## src/rtl/xbus_pkg.sv

```systemverilog
package xbus_pkg;
    localparam int XB_PW = 8;
    localparam int XB_AW = 18;
    localparam int XB_XN = XB_AW - 16;

    typedef enum logic [1:0] {
        PH_IDLE = 2'd0,
        PH_ALE  = 2'd1,
        PH_STRB = 2'd2,
        PH_END  = 2'd3
    } phase_e;

    typedef enum logic [1:0] {
        AW_8  = 2'd0,
        AW_16 = 2'd1,
        AW_17 = 2'd2,
        AW_18 = 2'd3
    } awidth_e;

    typedef struct packed {
        logic [XB_AW-1:0] addr;
        logic [XB_PW-1:0] wdata;
        logic             write;
        logic             fetch;
        awidth_e          width;
        logic             page;
        logic [1:0]       rd_cfg;
    } xreq_t;
endpackage

```

## src/rtl/xbus_seq.sv

```systemverilog
module xbus_seq
    import xbus_pkg::*;
#(
    parameter int STRB_CYC = 2
) (
    input  logic   clk,
    input  logic   rst_n,
    input  logic   start,
    input  xreq_t  req_in,
    output phase_e phase,
    output xreq_t  req_q,
    output logic   cap_en,
    output logic   busy
);
    localparam int CW   = (STRB_CYC < 2) ? 1 : $clog2(STRB_CYC);
    localparam int LAST = STRB_CYC - 1;

    typedef struct packed {
        phase_e        phase;
        logic [CW-1:0] cnt;
        xreq_t         req;
    } seq_t;

    seq_t st_d, st_q;
    xreq_t norm;

    always_comb begin
        norm = req_in;
        if (req_in.fetch) begin
            norm.write = 1'b0;
            if (req_in.width == AW_8) begin
                norm.width = AW_16;
            end
        end
    end

    always_comb begin
        st_d = st_q;
        case (st_q.phase)
            PH_IDLE: begin
                if (start) begin
                    st_d.phase = PH_ALE;
                    st_d.req   = norm;
                    st_d.cnt   = '0;
                end
            end
            PH_ALE: begin
                st_d.phase = PH_STRB;
                st_d.cnt   = '0;
            end
            PH_STRB: begin
                if (st_q.cnt == CW'(LAST)) begin
                    st_d.phase = PH_END;
                end else begin
                    st_d.cnt = st_q.cnt + CW'(1);
                end
            end
            default: begin
                st_d.phase = PH_IDLE;
            end
        endcase
    end

    always_ff @(posedge clk or negedge rst_n) begin
        if (!rst_n) begin
            st_q <= '0;
        end else begin
            st_q <= st_d;
        end
    end

    assign phase  = st_q.phase;
    assign req_q  = st_q.req;
    assign cap_en = (st_q.phase == PH_STRB) && (st_q.cnt == CW'(LAST));
    assign busy   = (st_q.phase != PH_IDLE);

    // a new request arriving during a cycle does not alter the held request
    assert_busy_ignores_req_R2: assert property (@(posedge clk) disable iff (!rst_n)
        (busy && start) |=> $stable(req_q));
endmodule

```

## src/rtl/xbus_route.sv

```systemverilog
module xbus_route
    import xbus_pkg::*;
(
    input  logic             clk,
    input  logic             rst_n,
    input  phase_e           phase,
    input  xreq_t            req,
    input  logic [XB_PW-1:0] p0_latch,
    input  logic [XB_PW-1:0] p2_latch,
    output logic [XB_PW-1:0] p0_out,
    output logic [XB_PW-1:0] p0_oe,
    output logic [XB_PW-1:0] p2_out,
    output logic [XB_PW-1:0] p2_oe,
    output logic [XB_XN-1:0] xaddr,
    output logic             ale,
    output logic             psen_n,
    output logic             rd_n,
    output logic             wr_n
);
    localparam logic [XB_PW-1:0] ALL_ON  = {XB_PW{1'b1}};
    localparam logic [XB_PW-1:0] ALL_OFF = {XB_PW{1'b0}};

    logic             active;
    logic             strb;
    logic [XB_PW-1:0] hi_byte;
    logic [XB_PW-1:0] lo_byte;
    logic [2:0]       wcode;

    assign active  = (phase == PH_ALE) || (phase == PH_STRB);
    assign strb    = (phase == PH_STRB);
    assign lo_byte = req.addr[XB_PW-1:0];
    assign hi_byte = (req.width == AW_8) ? p2_latch : req.addr[2*XB_PW-1:XB_PW];
    assign wcode   = {1'b0, req.width};

    for (genvar gi = 0; gi < XB_XN; gi++) begin : g_xaddr
        assign xaddr[gi] = active && (wcode >= 3'(gi + 2)) && req.addr[16+gi];
    end

    always_comb begin
        p0_out = p0_latch;
        p0_oe  = ALL_ON;
        p2_out = p2_latch;
        p2_oe  = ALL_ON;
        if (phase == PH_ALE) begin
            p0_out = lo_byte;
            p2_out = hi_byte;
        end else if (strb) begin
            if (req.page) begin
                p0_out = lo_byte;
                p2_out = req.write ? req.wdata : p2_latch;
                p2_oe  = req.write ? ALL_ON : ALL_OFF;
            end else begin
                p2_out = hi_byte;
                p0_out = req.write ? req.wdata : p0_latch;
                p0_oe  = req.write ? ALL_ON : ALL_OFF;
            end
        end
    end

    always_comb begin
        ale    = (phase == PH_ALE);
        psen_n = 1'b1;
        rd_n   = 1'b1;
        wr_n   = 1'b1;
        if (strb) begin
            if (req.fetch) begin
                psen_n = 1'b0;
            end else if (req.write) begin
                wr_n = 1'b0;
            end else if (req.rd_cfg == 2'b00) begin
                psen_n = 1'b0;
            end else begin
                rd_n = 1'b0;
            end
        end
    end

    // nonpage reads float the low port while the read strobe is low
    assert_lo_port_float_R4: assert property (@(posedge clk) disable iff (!rst_n)
        (!rd_n && !req.page) |-> (p0_oe == ALL_OFF));
    // page-mode reads float the high port while a read strobe is low
    assert_hi_port_float_R5: assert property (@(posedge clk) disable iff (!rst_n)
        ((!rd_n || !psen_n) && req.page) |-> (p2_oe == ALL_OFF));
    // extra address lines are quiet outside address and strobe phases
    assert_xaddr_quiet_R7: assert property (@(posedge clk) disable iff (!rst_n)
        (ale == 1'b0 && psen_n && rd_n && wr_n) |-> (xaddr == '0));
endmodule

```

## src/rtl/xbus_portmux.sv

```systemverilog
module xbus_portmux
    import xbus_pkg::*;
#(
    parameter int STRB_CYC = 2
) (
    input  logic         clk,
    input  logic         rst_n,
    input  logic         req_valid,
    input  logic [17:0]  req_addr,
    input  logic [7:0]   req_wdata,
    input  logic         req_write,
    input  logic         req_fetch,
    input  logic [1:0]   req_width,
    input  logic         req_page,
    input  logic [1:0]   rd_cfg,
    input  logic [7:0]   p0_latch,
    input  logic [7:0]   p2_latch,
    input  logic [7:0]   p0_in,
    input  logic [7:0]   p2_in,
    output logic [7:0]   p0_out,
    output logic [7:0]   p0_oe,
    output logic [7:0]   p2_out,
    output logic [7:0]   p2_oe,
    output logic [1:0]   xaddr,
    output logic         ale,
    output logic         psen_n,
    output logic         rd_n,
    output logic         wr_n,
    output logic         busy,
    output logic         done,
    output logic [7:0]   rdata,
    output logic         p0_set_ones
);
    phase_e phase;
    xreq_t  req_in;
    xreq_t  req_q;
    logic   cap_en;

    typedef struct packed {
        logic [XB_PW-1:0] rdata;
    } cap_t;

    cap_t cap_d, cap_q;

    always_comb begin
        req_in.addr   = req_addr;
        req_in.wdata  = req_wdata;
        req_in.write  = req_write;
        req_in.fetch  = req_fetch;
        req_in.width  = awidth_e'(req_width);
        req_in.page   = req_page;
        req_in.rd_cfg = rd_cfg;
    end

    xbus_seq #(.STRB_CYC(STRB_CYC)) i_seq (
        .clk    (clk),
        .rst_n  (rst_n),
        .start  (req_valid),
        .req_in (req_in),
        .phase  (phase),
        .req_q  (req_q),
        .cap_en (cap_en),
        .busy   (busy)
    );

    xbus_route i_route (
        .clk      (clk),
        .rst_n    (rst_n),
        .phase    (phase),
        .req      (req_q),
        .p0_latch (p0_latch),
        .p2_latch (p2_latch),
        .p0_out   (p0_out),
        .p0_oe    (p0_oe),
        .p2_out   (p2_out),
        .p2_oe    (p2_oe),
        .xaddr    (xaddr),
        .ale      (ale),
        .psen_n   (psen_n),
        .rd_n     (rd_n),
        .wr_n     (wr_n)
    );

    always_comb begin
        cap_d = cap_q;
        if (cap_en) begin
            cap_d.rdata = req_q.page ? p2_in : p0_in;
        end
    end

    always_ff @(posedge clk or negedge rst_n) begin
        if (!rst_n) begin
            cap_q <= '0;
        end else begin
            cap_q <= cap_d;
        end
    end

    assign rdata       = cap_q.rdata;
    assign done        = (phase == PH_END);
    assign p0_set_ones = done;

    // strobes never overlap
    assert_one_strobe_R6: assert property (@(posedge clk) disable iff (!rst_n)
        $countones({~psen_n, ~rd_n, ~wr_n}) <= 1);
    // the address pulse is followed by an active strobe
    assert_ale_then_strobe_R2: assert property (@(posedge clk) disable iff (!rst_n)
        ale |=> (!psen_n || !rd_n || !wr_n));
    // the done cycle returns the block to idle
    assert_done_then_idle_R2: assert property (@(posedge clk) disable iff (!rst_n)
        done |=> !busy);
    // latch overwrite request only in the closing cycle
    assert_ones_in_done_R9: assert property (@(posedge clk) disable iff (!rst_n)
        p0_set_ones |-> (done && psen_n && rd_n && wr_n));
    // captured data holds after it is presented
    assert_rdata_hold_R8: assert property (@(posedge clk) disable iff (!rst_n)
        done |=> $stable(rdata));
endmodule

```

## config.mk

```make
export PLATFORM = sky130hd
export DESIGN_NAME = xbus_portmux
export DESIGN_NICKNAME = d
export VERILOG_FILES = /design/src/rtl/xbus_pkg.sv /design/src/rtl/xbus_seq.sv /design/src/rtl/xbus_route.sv /design/src/rtl/xbus_portmux.sv
export SDC_FILE = /design/constraint.sdc
export NUM_CORES = 1
export LEC_CHECK = 0
export CAP_MARGIN = 20
export CORE_ASPECT_RATIO = 1.75
export CORE_MARGIN = 5
export CORE_UTILIZATION = 45
export DETAILED_ROUTE_END_ITERATION = 10
export GPL_TIMING_DRIVEN = 1
export HOLD_SLACK_MARGIN = 0.08
export PLACE_DENSITY_LB_ADDON = 0.05
export SYNTH_ARGS = -nofsm -noshare
export SYNTH_HDL_FRONTEND = slang
export SYNTH_HIERARCHICAL = 1
export SYNTH_SLANG_ARGS = --single-unit
```

## constraint.sdc

```tcl
create_clock -name clk -period 2.41 [get_ports clk]
set_input_delay 0.3615 -clock clk [delete_from_list [all_inputs] [get_ports clk]]
set_output_delay 0.3615 -clock clk [all_outputs]
set_load 0.02 [all_outputs]
```

== Word-level counts from Yosys, hierarchy flattened ==
Cells that the tools add are included.

* Register bits: 44
* Bits in latches: 0
* Bits in writable memories: 0
* Memory bits (read-only): 0
* Input bits: 68
* Word-level logic and storage cells: 69
* Memories: 0

* Add/subtract/negate cells: 1
* $mul: 0
* Divide/modulo/power cells: 0
* Order comparisons: 2
* Eq/ne operators: 5
* Shift operators: 0
* Multiplexer cells: 36
* Bitwise gates (word level): 0
* Reduce and logical (&&, ||, !) cells: 15

{| class="wikitable"
|+ Operator list
! operator !! count
|-
| $mux 8 || 17
|-
| $mux 36 || 1
|-
| $mux 1 || 13
|-
| $logic_not 2->1 || 4
|-
| $mux 2 || 3
|-
| $pmux 2 s3 || 1
|-
| $reduce_and 2->1 || 3
|-
| $logic_and 1x1->1 || 5
|-
| $eq 2x2->1 const B || 2
|-
| $ge 2x2->1 const B || 2
|-
| $ne 2x2->1 const B || 2
|-
| $pmux 1 s3 || 1
|-
| $reduce_bool 3->1 || 1
|-
| $eq 2x1->1 const B || 1
|-
| $reduce_bool 2->1 || 1
|-
| $add 1x1->1 const B || 1
|-
| $logic_or 1x1->1 || 1
|}

== Logic depth before layout (Yosys ltp) ==
Gate-level depths: netlist of run 1.

* Word-level depth: 5
* Mapped depth: 8

== By module ==
The synthesis of run 1 kept the hierarchy.

{| class="wikitable"
|+ By module, submodules not included
! module !! instances !! cells each !! area each (um2)
|-
| xbus_seq || 1 || 131 || 1821.7
|-
| xbus_route || 1 || 110 || 848.3
|-
| xbus_portmux || 1 || 37 || 397.9
|}

== Worst setup path before layout of run 1 ==
No wires, ideal clock.

* Path kind: register to output
* From: register i_seq.st_q (netlist bit i_seq/phase[1])
* To: output p0_oe[1]
* Arrival: 1.920 ns
* Data required time: 2.049 ns
* Setup slack: 0.128 ns
* Cell stages (with the launch flop): 9
* Path buffers: 4
* Path through: dfrtp_1 > buf_4 > inv_1 > ha_1 > buf_4 > buf_4 > nor2_1 > nand2_1 > buf_4

* Elaborated cells on any way between the ends: 4
* Classes of those cells: 2 x eq/ne; 2 x mux

{| class="wikitable"
|+ RTL lines
! element !! RTL line !! source
|-
| start, declared || xbus_seq.sv:24 || <nowiki>seq_t st_d, st_q;</nowiki>
|-
| start signal, assigned || xbus_seq.sv:68 || <nowiki>st_q <= st_d;</nowiki>
|-
| $eq 2x1->1 || n/a ||
|-
| net ale || xbus_portmux.sv:25 || <nowiki>output logic ale,</nowiki>
|-
| $mux 8 || xbus_route.sv:44 || <nowiki>if (phase == PH_ALE) begin</nowiki>
|-
| end, declared || xbus_portmux.sv:21 || <nowiki>output logic [7:0] p0_oe,</nowiki>
|}

The timed path passes the listed nets, and every way through them passes these cells.

== Worst setup path after layout of run 1 ==
* From: register i_seq.st_q (netlist bit i_seq/phase[0])
* To: output p2_out[7]

* Cells in the longest elaborated chain, start to end: 3
* Elaborated cells on any way between the ends: 4
* Classes of those cells: 2 x eq/ne; 2 x mux

{| class="wikitable"
|+ Ends and longest elaborated chain
! element !! RTL line !! source
|-
| $eq 2x2->1 || xbus_route.sv:30 || <nowiki>assign strb = (phase == PH_STRB);</nowiki>
|-
| $mux 8 || xbus_route.sv:47 || <nowiki>end else if (strb) begin</nowiki>
|-
| $mux 8 * || xbus_route.sv:44 ||
|-
| end, declared || xbus_portmux.sv:22 || <nowiki>output logic [7:0] p2_out,</nowiki>
|}

Mark *: on every way between the ends. The rest lies on a longest branch, timed or not.

==> impl_metrics.toml, run 1 <==
[layout]
diodes = 0
final_cells = 433
multi_input_area_um2 = 1450
seqCellArea_um2 = 1100
fill_cells = 578
areaGrowthSynthToFinish_pct = 31.9
final_nets = 424
drive_gt1_frac = 0.248

[die]
die_area_um2 = 8630
design.core.area_um2 = 6590
fp-row-count = 39
die_h_um = 119
start_util = 0.466
die_w_um = 72.4
ioPinCount = 117

[timing]
finalMaxSlewViolations = 0
timing.final.crit_period_ns = 2.32
rsz0062_at_grt = "false"
fin_skew_ns = 0.00226
slew_headroom = 0.595
setup_viol = 0
fin_crit_sh = 0.961
tightest_slew_ns = 0.606
hold_viol = 0
fmax_mhz = 432

[synthesis]
yosysWarnings = 6
synthArstFlopShare = 1.00
netlist_top_cells_area = "dfrtp_1, buf_4, mux2_4"
synth_cells = 278
synth-edff-count = 0
ys_seq_area_frac = 0.359
synth-main-ff-cell = "dfrtp_1"
syn_avg_cell_area_um2 = 11.0
ys_ff_latch = 44
synth_top_area_frac = 0.359
syn_area_um2 = 3070
synth_area_leader_cell = "dfrtp_1"
synth_cell_types = 39
syn_nets = 352

[global_routing]
grt_max_degree = 37
grt_pass1_vias = 2445
grt_pass1_wl_um = 12200
overflow = 0
grt_antenna_before_repair = 0
grt_util_all_layers = 0.182

[run]
maxCapViolations = 0

[worst_hold_path]
holdCritPathClass = "in -> async"

[placement]
port_buffers = 116
hpwl_um = 5940
placedCellCount = 423
gp_congestion = 0.841

[route]
final_antenna_net_count = 0
num_vias = 2281
drc = 0
wl_per_cell_um = 18.0
dr.pass1.iters = 5
drtIter0Drc = 131
wl_um = 7780
avgViaCountPerCell = 5.27

[worst_setup_path]
crit_required_ns = 2.05
critPathLaunch = "i_seq/phase[0]"
worstPathArrival_ns = 1.96
r2r-start = "i_seq/phase[0]"
cp-end-kind = "output pin"
path_max_fanout = 22
crit_type = "reg -> out"
startpoint_type = "flip-flop"

[cts]
clk_pin_slew_ns = 0.07
cts_tree = "built"
htreeDepth = 2
clock_latency_ns = 0.29
cts_root_buf = "clkbuf_16"
cts_sinks = 44
cts_made_buffers = 5
clk_path_buf_depth = 2

[power_and_ir_drop]
power.density_nw_per_um2 = 1430
ir_worst_vdd_mv = 0.782
leakagePower_nw = 1.81
p_total_mw = 5.79

[run_status]
status = "finished, final reports clean"
## cells in the final DEF, fill, tap and decap left out, types with 2 or more instances in the layout
| cell type | instances |
|---|---|
| a21oi_1 | 16 |
| a221oi_1 | 3 |
| a221oi_2 | 4 |
| a22oi_2 | 8 |
| and2_1 | 2 |
| and3_1 | 8 |
| buf_4 | 11 |
| clkbuf_16 | 5 |
| clkbuf_2 | 12 |
| clkdlybuf4s50_1 | 81 |
| dfrtp_1 | 44 |
| dlygate4sd2_1 | 20 |
| ha_1 | 5 |
| inv_1 | 8 |
| mux2_2 | 8 |
| mux2_4 | 24 |
| mux2i_1 | 16 |
| nand2_1 | 5 |
| nand2b_1 | 2 |
| nor2_1 | 12 |
| nor2_4 | 2 |
| nor2b_1 | 10 |
| o21ai_0 | 6 |
| o22ai_1 | 7 |
| o31ai_1 | 8 |
## worst max-delay path, cell delays in order, from the launching register on
cell,delay [ns]
dfrtp_1,0.37
inv_1,0.05
ha_1,0.22
buf_12,0.16
and3_1,0.19
a221oi_2,0.24
o22ai_1,0.11
clkdlybuf4s15_1,0.31
## area by class of cell
class | instances | area share
Inverter | 9 | 0.00835
Clock buffer | 5 | 0.0309
Tap cell | 82 | 0.0253
Multi-Input combinational cell | 161 | 0.358
Timing Repair Buffer | 129 | 0.293
Clock inverter | 3 | 0.0124
Sequential cell | 44 | 0.272
## cells in the mapped netlist, types with 7 or more instances
master	n
a21oi_1	16
a22oi_2	8
and3_1	8
buf_4	54
buf_6	7
dfrtp_1	44
inv_1	8
mux2_2	8
mux2_4	24
mux2i_1	16
nor2_1	12
nor2b_1	10
o22ai_1	7
o31ai_1	8
## metal layers
metal,vias up,part of all wire,track usage
met1,1099,0.37,0.202
met3,17,0.064,0.0396
met5,-,0,0
li1,1083,-,-
met4,0,0.033,0.0716
met2,82,0.53,0.328
## worst paths after layout
kind | end | slack (ns) | cells after the start
min in group clk | i_seq/req_q[12] | 0.51 | 1
setup / recovery | p2_out[7] | 0.09 | 7
hold / removal | i_seq/req_q[20] | 0.49 | 2
hold reg to reg | i_seq/req_q[12] | 0.51 | 1
max in group asynchronous | i_seq/req_q[5] | 1.31 | 3
setup reg to reg | i_seq/req_q[8] | 0.54 | 5
## cells by family after synthesis
kind of cell | synth area share
AO/OA/AOI/OAI | 0.153
adder cells (fa/ha/maj) | 0.0245
buffers and inverters | 0.174
flip-flops | 0.359
multiplexers | 0.199
AND/OR/NAND/NOR | 0.0914
## flip-flops by register name (all words and copies together) (netlist names)
signal and cells:
i_seq/phase 2, rdata 8, i_seq/st_q 1, i_seq/req_q 33
## repair_timing
action,CTS,global route
pin swaps,1,0
buffers inserted,1,0
hold endpoints to repair,11,0
resized for setup,35,33
setup endpoints to repair,33,14
hold buffers,1,0
## where the power goes
part / total (mW) / switching (mW) / leakage [nW] / internal, mW
Combinational: 3.58 / 1.89 / 1.21 / 1.69
Clock: 0.821 / 0.320 / 0.0863 / 0.501
Sequential: 1.39 / 0.275 / 0.516 / 1.12
## through the flow
step                worst slack, ns  setup TNS [ns]  cell area [um2]  hold WS, ns   util
global route                0.00203               0             4050        0.530  0.614
floorplan                     0.128               0             3070       0.0659      -
detailed placement           0.0313               0             3920        0.277  0.595
finish                       0.0931               0             4050        0.493  0.614
CTS                        -0.00516        -0.00516             4080        0.507  0.619
global placement             0.0549               0             3920        0.282  0.595
(Power assumes the default switching activity.)
==> run 2: changes to the inputs <==
--- a/config.mk
+++ b/config.mk
@@ -13,6 +13,7 @@
 export GPL_TIMING_DRIVEN = 1
 export HOLD_SLACK_MARGIN = 0.08
 export PLACE_DENSITY_LB_ADDON = 0.05
+export SETUP_SLACK_MARGIN = 0.05
 export SYNTH_ARGS = -nofsm -noshare
 export SYNTH_HDL_FRONTEND = slang
 export SYNTH_HIERARCHICAL = 1
==> run 2 against run 1 <==
Non-clock buffer count unchanged. Critical endpoint is now xaddr[1]. Global-route usage barely moved. Cell area rose by 0.12%.
==> impl_metrics.toml, run 2 (synthesis gave the netlist of run 1 again) <==
[timing]
finalMaxSlewViolations = 0
slew_headroom = 0.591
setup_viol = 0
fmax_mhz = 446
tightest_slew_ns = 0.613
setup_slack_ns = 0.166
hold_viol = 0
timing.final.crit_period_ns = 2.24
fin_hold_ws_ns = 0.498
fin_skew_ns = 0.00237
rsz0062_at_grt = "false"
fin_crit_sh = 0.931
setup-tns-final_ns = 0

[layout]
areaGrowthSynthToFinish_pct = 32.1
layout_commonest_cell = "clkdlybuf4s50_1"
fill_cells = 577
diodes = 0
largest_register_ffs = 33
final_nets = 424
final_cell_mix = "clkdlybuf4s50_1, dfrtp_1, mux2_4"
drive_gt1_frac = 0.274

[worst_setup_path]
crit_type = "reg -> out"
crit_required_ns = 2.05
cp-end-kind = "output pin"
path_max_fanout = 3
rr_worst_depth = 5
r2r-start = "i_seq/phase[0]"
r2r_setup_slack_ns = 0.53
slowest_stage = "clkdlybuf4s50_1"
cp.buffers_inverters = 2
path_cells = "inv_1 > ha_1 > and4b_1 > clkdlybuf4s50_1"
worstPathArrival_ns = 1.88
slowest_delay_ns = 0.60
startpoint_type = "flip-flop"
critPathTopFamily = "buffers and inverters"
r2r_end = "i_seq/req_q[10]"

[run]
maxCapViolations = 0

[cts]
cts_sinks = 44
htreeDepth = 2
cts_tree = "built"
cts_root_buf = "clkbuf_16"
clk_pin_slew_ns = 0.07
clock_latency_ns = 0.29
clk_path_buf_depth = 2
cts_made_buffers = 5

[route]
wl_um = 7780
final_antenna_net_count = 0
drtIter0Drc = 98
dr.pass1.iters = 4
drc = 0
avgViaCountPerCell = 5.24
num_vias = 2269
wl_per_cell_um = 18.0

[global_routing]
grt_util_all_layers = 0.182
overflow = 0
grt_antenna_before_repair = 0
grt_pass1_wl_um = 12300
grt_max_degree = 37
grt_pass1_vias = 2451

[die]
die_w_um = 72.4
die_area_um2 = 8630
ioPinCount = 117
start_util = 0.466
design.core.area_um2 = 6590
fp-row-count = 39
die_h_um = 119

[power_and_ir_drop]
leakagePower_nw = 1.82
ir_worst_vdd_mv = 0.773
power.density_nw_per_um2 = 1430

[placement]
gp_congestion = 0.841
dp_slack_ns = 0.0313
hpwl_um = 5940
port_buffers = 116

[run_status]
status = "finished, final reports clean"

[worst_hold_path]
holdCritPathClass = "in -> async"
==> run 2: cell count changes in the layout (fill, tap and decap cells not counted), sizes merged <==
cell | previous run | this run
buf | 13 | 19
clkbuf | 17 | 14
clkdlybuf4s50 | 81 | 80
dlygate4sd2 | 20 | 16
clkdlybuf4s15 | 1 | 3
==> run 2: final cells by class <==
class / instances / area [um2] / share of cell area
well taps: 82 / 103 / 0.0253
clock buffers: 5 / 125 / 0.0309
repair buffers: 129 / 1180 / 0.290
clock inverters: 3 / 50.0 / 0.0123
inverters: 9 / 33.8 / 0.00834
flip-flops and latches: 44 / 1100 / 0.272
multi-input cells: 161 / 1460 / 0.361
==> run 2: how the worst max path moves through the flow <==
stage,from,endpoint,slack (ns),cells after the start
detailed placement,i_seq/phase[0],p0_out[7],0.03,7
finish,i_seq/phase[0],xaddr[1],0.17,4
global route,i_seq/phase[0],p0_out[5],0.08,7
CTS,i_seq/phase[0],p2_out[7],-0.005,7
floorplan,i_seq/phase[1],p0_oe[1],0.13,8
global placement,p0_latch[7],p0_out[7],0.05,4
==> run 2: where the power goes <==
part           leakage, nW  internal [mW]  total, mW  switching, mW
sequential           0.516           1.12       1.39          0.275
combinational         1.21           1.69       3.59           1.90
clock               0.0863          0.501      0.818          0.317
==> run 2: routing by layer <==
metal,share of wire,routed length (um),up-vias,global-route usage
li1,-,-,1083,-
met1,0.37,2870,1086,0.202
met2,0.53,4160,82,0.329
met3,0.064,495,18,0.0396
met4,0.033,255,0,0.0716
met5,0,0,-,0
==> run 2: repair_timing <==
action	in CTS	in global routing
pin swaps	1	0
buffers inserted	1	0
resized for setup	53	38
endpoints found under the hold margin	11	0
hold buffers	1	0
endpoints found under the setup margin	34	32
==> run 2: stage by stage <==
stage / instances / util / power (mW) / cell area [um2]
finish: 433 / 0.615 / 5.80 / 4050
global route: 433 / 0.615 / 6.17 / 4050
CTS: 433 / 0.621 / 5.92 / 4090
detailed placement: 423 / 0.595 / 5.25 / 3920
global placement: 423 / 0.595 / 5.19 / 3920
floorplan: 278 / - / 4.35 / 3070
